<file path="config.mk">
export PLATFORM = sky130hd
export DESIGN_NAME = link_mode_ctrl
export DESIGN_NICKNAME = d
export VERILOG_FILES = /design/src/rtl/link_mode_ctrl.sv
export SDC_FILE = /design/constraint.sdc
export NUM_CORES = 1
export LEC_CHECK = 0
export BUFFER_PORTS_ARGS = -buffer_cell sky130_fd_sc_hd__buf_2
export CORE_UTILIZATION = 48
export DETAILED_ROUTE_END_ITERATION = 7
export GPL_TIMING_DRIVEN = 0
export PLACE_DENSITY = 0.81
export SYNTH_ARGS = -nofsm -noshare
export SYNTH_HDL_FRONTEND = slang
export SYNTH_SLANG_ARGS = --single-unit
</file>
<file path="constraint.sdc">
create_clock -name clk -period 3.6 [get_ports clk]
set_input_delay 0.36 -clock clk [delete_from_list [all_inputs] [get_ports clk]]
set_output_delay 0.36 -clock clk [all_outputs]
set_load 0.05 [all_outputs]
</file>
<file path="src/rtl/link_mode_ctrl.sv">
module link_mode_ctrl #(
  parameter int FREQ_W   = 16,
  parameter int BER_W    = 12,
  parameter int SETTLE_W = 8,
  parameter int QUAL_N   = 3
) (
  input  logic                clk,
  input  logic                rst_n,
  input  logic                cand_valid,
  input  logic [FREQ_W-1:0]   cand_freq,
  input  logic                lock_ok,
  input  logic                lock_fail,
  input  logic                sig_lost,
  input  logic                dec_valid,
  input  logic [BER_W-1:0]    dec_ber,
  input  logic                fer_valid,
  input  logic [BER_W-1:0]    fer_ber,
  input  logic [BER_W-1:0]    thr_lo,
  input  logic [BER_W-1:0]    thr_hi,
  input  logic [SETTLE_W-1:0] settle_len,
  input  logic                reconf_done,
  output logic [FREQ_W-1:0]   tune_freq,
  output logic [1:0]          chain_sel,
  output logic                reconf_req,
  output logic                fb_valid,
  output logic [1:0]          fb_mode,
  output logic                rate_x2
);
  localparam int QW = (QUAL_N < 2) ? 1 : $clog2(QUAL_N);
  localparam logic [QW-1:0] LAST = QW'(QUAL_N - 1);
  localparam logic [1:0] SENSE = 2'd0, LONGK = 2'd1, SHORTK = 2'd2, UNCOD = 2'd3;

  logic [1:0]          mode;
  logic                locked, req, fb;
  logic [SETTLE_W-1:0] settle;
  logic [QW-1:0]       dn_cnt, up_cnt;
  logic [FREQ_W-1:0]   freq;

  wire             in_rx   = mode != SENSE;
  wire             uncoded = mode == UNCOD;
  wire             smp_v   = uncoded ? fer_valid : dec_valid;
  wire [BER_W-1:0] smp     = uncoded ? fer_ber : dec_ber;
  wire             adapt   = locked && settle == '0 && smp_v;
  wire             is_lo   = smp < thr_lo && mode != UNCOD;
  wire             is_hi   = smp > thr_hi && mode != LONGK;

  always_ff @(posedge clk) begin
    if (!rst_n) begin
      mode   <= SENSE;
      locked <= 1'b0;
      req    <= 1'b0;
      fb     <= 1'b0;
      settle <= '0;
      dn_cnt <= '0;
      up_cnt <= '0;
      freq   <= '0;
    end else begin
      fb <= 1'b0;
      if (settle != '0) settle <= settle - 1'b1;
      if (req) begin
        if (reconf_done) begin
          req    <= 1'b0;
          settle <= settle_len;
        end
      end else if (!in_rx) begin
        if (cand_valid) begin
          freq   <= cand_freq;
          mode   <= LONGK;
          locked <= 1'b0;
          req    <= 1'b1;
          dn_cnt <= '0;
          up_cnt <= '0;
        end
      end else if (sig_lost || (lock_fail && !locked)) begin
        mode   <= SENSE;
        locked <= 1'b0;
        req    <= 1'b1;
        dn_cnt <= '0;
        up_cnt <= '0;
      end else begin
        if (lock_ok) locked <= 1'b1;
        if (adapt) begin
          if (is_lo) begin
            up_cnt <= '0;
            if (dn_cnt == LAST) begin
              mode   <= mode + 2'd1;
              req    <= 1'b1;
              fb     <= 1'b1;
              dn_cnt <= '0;
            end else dn_cnt <= dn_cnt + 1'b1;
          end else if (is_hi) begin
            dn_cnt <= '0;
            if (up_cnt == LAST) begin
              mode   <= mode - 2'd1;
              req    <= 1'b1;
              fb     <= 1'b1;
              up_cnt <= '0;
            end else up_cnt <= up_cnt + 1'b1;
          end else begin
            dn_cnt <= '0;
            up_cnt <= '0;
          end
        end
      end
    end
  end

  assign tune_freq  = freq;
  assign chain_sel  = mode;
  assign reconf_req = req;
  assign fb_valid   = fb;
  assign fb_mode    = mode;
  assign rate_x2    = uncoded;

  AST_REQ_HOLDS: assert property (@(posedge clk) disable iff (!rst_n)
    reconf_req && !reconf_done |=> reconf_req && $stable(chain_sel) && $stable(tune_freq));
  AST_DONE_CLEARS: assert property (@(posedge clk) disable iff (!rst_n)
    reconf_req && reconf_done |=> !reconf_req);
  AST_ENTER_LONG: assert property (@(posedge clk) disable iff (!rst_n)
    chain_sel == SENSE && !reconf_req && cand_valid |=> chain_sel == LONGK && reconf_req);
  AST_LOST_SENSE: assert property (@(posedge clk) disable iff (!rst_n)
    chain_sel != SENSE && !reconf_req && sig_lost |=> chain_sel == SENSE && reconf_req);
  AST_FB_PULSE: assert property (@(posedge clk) disable iff (!rst_n)
    fb_valid |-> reconf_req && chain_sel != SENSE ##1 !fb_valid);
  AST_INNER_STEP_FB: assert property (@(posedge clk) disable iff (!rst_n)
    !$stable(chain_sel) && $past(chain_sel) != SENSE && chain_sel != SENSE |-> fb_valid);
endmodule

</file>
==> results of run 1 <==
==> cell families (layout without fill, tap and decap cells) <==
| kind of cell | after synthesis | in the layout | share of synthesized area (%) |
|---|---|---|---|
| AND/OR/NAND/NOR | 105 | 105 | 22.0 |
| adder cells (fa/ha/maj) | 28 | 28 | 14.7 |
| XOR/XNOR | 6 | 6 | 2.20 |
| AO/OA/AOI/OAI | 62 | 62 | 18.7 |
| buffers and inverters | 41 | 150 | 6.75 |
| multiplexers | 17 | 17 | 8.01 |
| flip-flops | 33 | 33 | 27.6 |
==> per-layer routing <==
layer / vias up / GRT usage, %
li1: 1228 / -
met1: 1022 / 23.8
met2: 85 / 40.9
met3: 5 / 7.04
met4: 0 / 8.71
met5: - / 0
==> what timing repair did <==
item                                    CTS  global route
endpoints found under the hold margin     0             0
endpoints found under the setup margin    0             1
hold buffers                              0             0
==> area by class of cell <==
class                      count  area, sq um  area share (%)
buffer                        10         45.0            1.46
timing repair buffer         103          515            16.7
tap                           67         83.8            2.72
inverter                      30          113            3.65
clock buffer                   7         86.3            2.80
sequential                    33          662            21.4
multi-input combinational    218         1580            51.2
==> worst min-delay path, cell delays in order <==
cell and delay, ns:
buf_2 0.09, nand2_1 0.04, a21boi_0 0.06
==> state kept, by name, summed over array words and instances (netlist names) <==
name / cells
dn_cnt: 2
reconf_req: 1
locked: 1
tune_freq: 16
chain_sel: 2
fb_valid: 1
up_cnt: 2
settle: 8
==> placed cells by master, fill, tap and decap left out, types with 2 or more instances in the layout <==
master and instances:
o21ai_0 5, a31oi_1 2, xnor2_1 3, nor3_1 9, a21o_1 2, and3_1 2, xor2_1 3, clkbuf_8 6
buf_4 2, nor4_1 2, nor3b_1 2, nor2_1 7, nand2_1 50, nand4b_1 2, inv_1 30, o21a_1 6
ha_1 27, nor3_2 2, mux2_2 13, buf_2 103, nand2b_1 5, and2_1 5, a21boi_0 20, mux2i_1 3
nand3_1 4, nor2b_1 6, clkbuf_1 9, a21oi_1 14, nand4_1 4, dfxtp_1 32
==> worst paths after layout <==
check / endpoint / slack (ns)
worst min register to register: tune_freq[15]$_SDFFE_PN0P_ / 0.46
worst min-delay path: tune_freq[7]$_SDFFE_PN0P_ / 0.32
worst max register to register: chain_sel[1]$_SDFFE_PN0P_ / 0.53
worst max-delay path: chain_sel[1]$_SDFFE_PN0P_ / 0.53
==> metrics by stage <==
stage               instances  setup WS [ns]
finish                    468          0.533
global route              468          0.383
CTS                       469         0.0849
detailed placement        462          0.104
global placement          462          0.108
floorplan                 292         0.0206
==> power groups by stage <==
| stage | Combinational [mW] | Clock [mW] | Sequential (mW) |
|---|---|---|---|
| floorplan | 0.504 | 0 | 0.620 |
| global placement | 0.774 | 0 | 0.513 |
| CTS | 0.805 | 0.282 | 0.509 |
| detailed placement | 0.798 | 0 | 0.516 |
| finish | 0.802 | 0.274 | 0.510 |
| global route | 0.898 | 0.296 | 0.521 |
==> metrics, run 1 <==
status completed; Avg Cell Area, Syn about 8.2 sq um; Setup CP Type flip-flop to flip-flop; Area contributors post-synth dfxtp_1 28%, ha_1 15%, nand2_1 7.8%; # setup viols final 0; yosys warns 0; Slew headroom approximately two thirds; Clock Latency Late Sink about 0.28 ns; final worst-path cycle share 85.2%; P_int about 0.91 mW; share of cells above drive strength 1 approximately a third; ant diodes 0; Psw 0.675 mW; Worst IR Drop VDD about 0.46 mV; Worst EP required about 3.8 ns; clk sink count 33; CTS Buf Count 5; count of cell types in the netlist 47; minimum clock period between 3 and 4 ns; Design Power about 1.6 mW; worst reg2reg path startpoint chain_sel[1]$_SDFFE_PN0P_; Area Overhead vs Synth 29.1%; Clock Root Buffer clkbuf_8; Final Hold Fails 0; Power Density ~500 nW/um^2; crit path launch chain_sel[1]$_SDFFE_PN0P_; Critical-path top delay cell dfxtp_1; fin nets ~500; Sw Ratio between 40% and 50%; met2 routed WL roughly 2500 um; CTS tree built; DR WL/cell about 12 um; Post-CTS Setup Bufs 0; Hold Slack approximately 0.32 ns; I/O Pins 104; CP Max Fanout 15; achievable frequency 326 MHz; fraction of the yosys area taken by sequential cells 27.6%; Routed Antenna Nets 0; grt total ovfl 0; DRC 0; EDFF count, synth 0; die footprint approximately 5300 sq um; Synth Register Bits 33; die height 72.6 um; Initial Utilization about 50%; worst clock skew 0.00892 ns; clock network fraction of total power between 10% and 20%; Yosys top cell area share roughly 28%; Bufs and invs on worst path 0; Crit. path cell count 9; CP delay by family, top compound AO/OA/AOI/OAI gates; vias in the first global route between 2000 and 2500; Met1 Wirelength 2470 um; Worst setup SP type flip-flop; core area between 4000 and 5000 sq um; Max Root-Sink Buffers 2; Die Width around 73 um; CTS clk-pin slew, worst paths around 0.070 ns; crit end category flip-flop; IO buf count slightly above 100; RSZ-0062 raised after global routing no; hold crit path type input pin to flip-flop; met3 routed WL about 470 um; Post-synth top cells 50 x nand2_1, 33 x dfxtp_1, 30 x inv_1, 28 x ha_1, 20 x a21boi_0; Layout Utilization between 60% and 70%; Final Slew Violations 0; Fill cells around 450; setup TNS 0 ns; Mapped Cells ~290; Core Rows 25; biggest cell delay along the critical path roughly 0.43 ns; H-Tree Depth 2; initial antenna violation count 0; Synth async-reset ratio 0%; sequential power share approximately a third; highest metal used met4; Synth area leader dfxtp_1; initial DRC count 25; CP arrival 3.23 ns; WHS Path Cells 3; final instance area roughly 3100 sq um; Syn Nets between 400 and 500; worst path cell trace ha_4, mux2_2, ha_1, nand4_1, nor3_2, o21ai_1, a2111o_1, a31oi_4, mux2_4; Post-Route WL between 5000 and 6000 um; GPL Wtd Cong ~0.81; via/cell ratio 5.00; Post-Syn Area 2390 sq um; total of max-cap violations 0; dpl cell area roughly 3000 sq um; TritonRoute pass-1 iters 4; dpl hpwl approximately 4600 um; Worst Tran Pin Value about 0.53 ns; first-pass GRT wire length just over 9000 um; DR vias 2340; most frequent cell after synthesis nand2_1; min-delay src cand_freq[7]; R2R depth 9; Main synth FF type dfxtp_1; gr usage total about 22%; cts repair resizes 0; Comb pwr share between 50% and 60%; static leakage 1.51 nW; pin count of the biggest net entering global routing 11
No activity file was read; power rests on OpenSTA's default activity.
==> run 2, diff against run 1 <==
--- a/config.mk
+++ b/config.mk
@@ -7,4 +7,5 @@
 export LEC_CHECK = 0
 export BUFFER_PORTS_ARGS = -buffer_cell sky130_fd_sc_hd__buf_2
+export CORE_MARGIN = 10
 export CORE_UTILIZATION = 48
 export DETAILED_ROUTE_END_ITERATION = 7
==> constraint.sdc (replaced) <==
create_clock -name clk -period 3.6 [get_ports clk]
set_input_delay 0.18 -clock clk [delete_from_list [all_inputs] [get_ports clk]]
set_output_delay 0.18 -clock clk [all_outputs]
set_load 0.05 [all_outputs]
==> metrics, run 2 (synthesized netlist as in run 1, its figures left out) <==
Power Density 517 nW/um^2 (+0.71%); initial DRC count 45 (+80%); Clock Latency Late Sink 0.29 ns (about the same); most frequent cells in the layout 103 x buf_2, 50 x nand2_1, 32 x dfxtp_1, 30 x inv_1, 27 x ha_1; H-Tree Depth 2 (unchanged); CP arrival 3.24 ns (about the same); static leakage 1.51 nW (unchanged); Critical-path top delay cell dfxtp_1; R2R setup slack 0.53 ns (about the same); status completed; clk sink count 33 (unchanged); hold crit path type input pin to flip-flop; Clock Root Buffer clkbuf_8; ant diodes 0 (unchanged); dpl hpwl 5500 um (+20%); max reg flops 16 (unchanged); pin count of the biggest net entering global routing 11 (unchanged); worst clock skew 0.00570 ns (-0.00323 ns); CTS Buf Count 5 (unchanged); Final Slew Violations 0 (unchanged); initial antenna violation count 0 (unchanged); crit end category flip-flop; Max Root-Sink Buffers 2 (unchanged); DR WL/cell 13.8 um (+17%); hold buffers post-CTS 0 (unchanged); R2R depth 9 (unchanged); GPL Wtd Cong 0.854 (+5.2%); Post-Route WL 6450 um (+17%); CTS tree built; gr usage total 15.7% (-6.7 points); DR vias 2336 (-0.17%); Routed Antenna Nets 0 (unchanged); core area 4790 sq um (+0.66%); Final Hold Fails 0 (unchanged); worst path cell trace ha_4, mux2_2, ha_1, nand4_1, nor3_2, o21ai_1, a2111o_1, a31oi_4, mux2_4; Area Overhead vs Synth 29.1% (unchanged); Multi-input gate area 1580 sq um (unchanged); first-pass GRT wire length 10800 um (+17%); DRC 0 (unchanged); setup TNS 0 ns (unchanged); Initial Utilization 50.0% (-0.33 points); Hold Slack 0.139 ns (-0.184 ns); CP Max Fanout 15 (unchanged); Slew headroom 64.7% (about the same); share of cells above drive strength 1 33.9% (unchanged); I/O Pins 104 (unchanged); Fill cells 443 (-1.3%); RSZ-0062 raised after global routing no; grt total ovfl 0 (unchanged); Worst IR Drop VDD 0.483 mV (+4.3%); total of max-cap violations 0 (unchanged); Bufs and invs on worst path 0 (unchanged); TritonRoute pass-1 iters 4 (unchanged); Die Width 90.6 um (+25%); most common cell after layout, fill and taps aside buf_2; # setup viols final 0 (unchanged); final worst-path cycle share 85.2% (about the same); Design Power 1.60 mW (+0.71%); die footprint 8200 sq um (+56%); minimum clock period 3.07 ns (+0.000715 ns); Worst setup SP type flip-flop; WHS Path Cells 3 (unchanged); fin nets 510 (unchanged); Worst EP required 3.77 ns (about the same); FF/Latch Area 662 sq um (unchanged); IO buf count 103 (unchanged); CTS clk-pin slew, worst paths 0.06 ns (about the same); vias in the first global route 2353 (+5.7%); biggest cell delay along the critical path 0.43 ns (about the same); Crit. path cell count 9 (unchanged); Worst Tran Pin Value 0.527 ns (+0.000741 ns); via/cell ratio 4.99 (-0.17%); die height 90.6 um (+25%); Core Rows 25 (unchanged); achievable frequency 326 MHz (about the same); CP delay by family, top compound AO/OA/AOI/OAI gates; Setup CP Type flip-flop to flip-flop
-- run 2: per-stage QoR --
step | utilization (%) | instances | cell area, sq um | setup slack, ns
CTS | 64.6 | 469 | 3090 | 0.0565
detailed placement | 62.8 | 462 | 3000 | 0.0791
finish | 64.5 | 468 | 3090 | 0.533
global placement | 62.8 | 462 | 3000 | 0.128
global route | 64.5 | 468 | 3090 | 0.325
floorplan | - | 292 | 2400 | 0.0206
-- run 2: worst register-to-register path, delay by kind of cell, from the launching register on --
kind            cells  cell delay (ns)
compound gates      3             0.82
mux                 2             0.71
fa+ha+maj           2             0.64
flops               1             0.43
simple gates        2             0.37
-- run 2: what timing repair did --
action | in CTS | in global routing
setup buffers | 0 | 0
setup endpoints to repair | 0 | 1
gates resized for setup | 0 | 0
-- run 2: path summary, 6_finish.rpt --
kind	startpoint	endpoint
setup / recovery	chain_sel[1]$_SDFFE_PN0P_	chain_sel[1]$_SDFFE_PN0P_
hold / removal	cand_freq[5]	tune_freq[5]$_SDFFE_PN0P_
setup reg to reg	chain_sel[1]$_SDFFE_PN0P_	chain_sel[1]$_SDFFE_PN0P_
hold reg to reg	tune_freq[15]$_SDFFE_PN0P_	tune_freq[15]$_SDFFE_PN0P_
-- run 2: final cells by class --
type / instances / share of cell area (%)
tap: 67 / 2.72
timing repair buffer: 103 / 16.7
inverter: 30 / 3.65
sequential: 33 / 21.4
multi-input combinational: 218 / 51.2
clock buffer: 7 / 2.80
buffer: 10 / 1.46
-- run 2: routing by layer --
layer | share of wire [%] | global-route usage [%] | vias up
met4 | 0.95 | 3.98 | 0
met3 | 12 | 8.23 | 6
met1 | 43 | 17.6 | 1019
li1 | - | - | 1222
met5 | 0 | 0 | -
met2 | 43 | 25.4 | 89
-- run 2: report_power, final --
group	total, mW	switching [mW]	internal [mW]
sequential	0.510	0.0671	0.443
combinational	0.806	0.491	0.316
clock	0.281	0.129	0.152
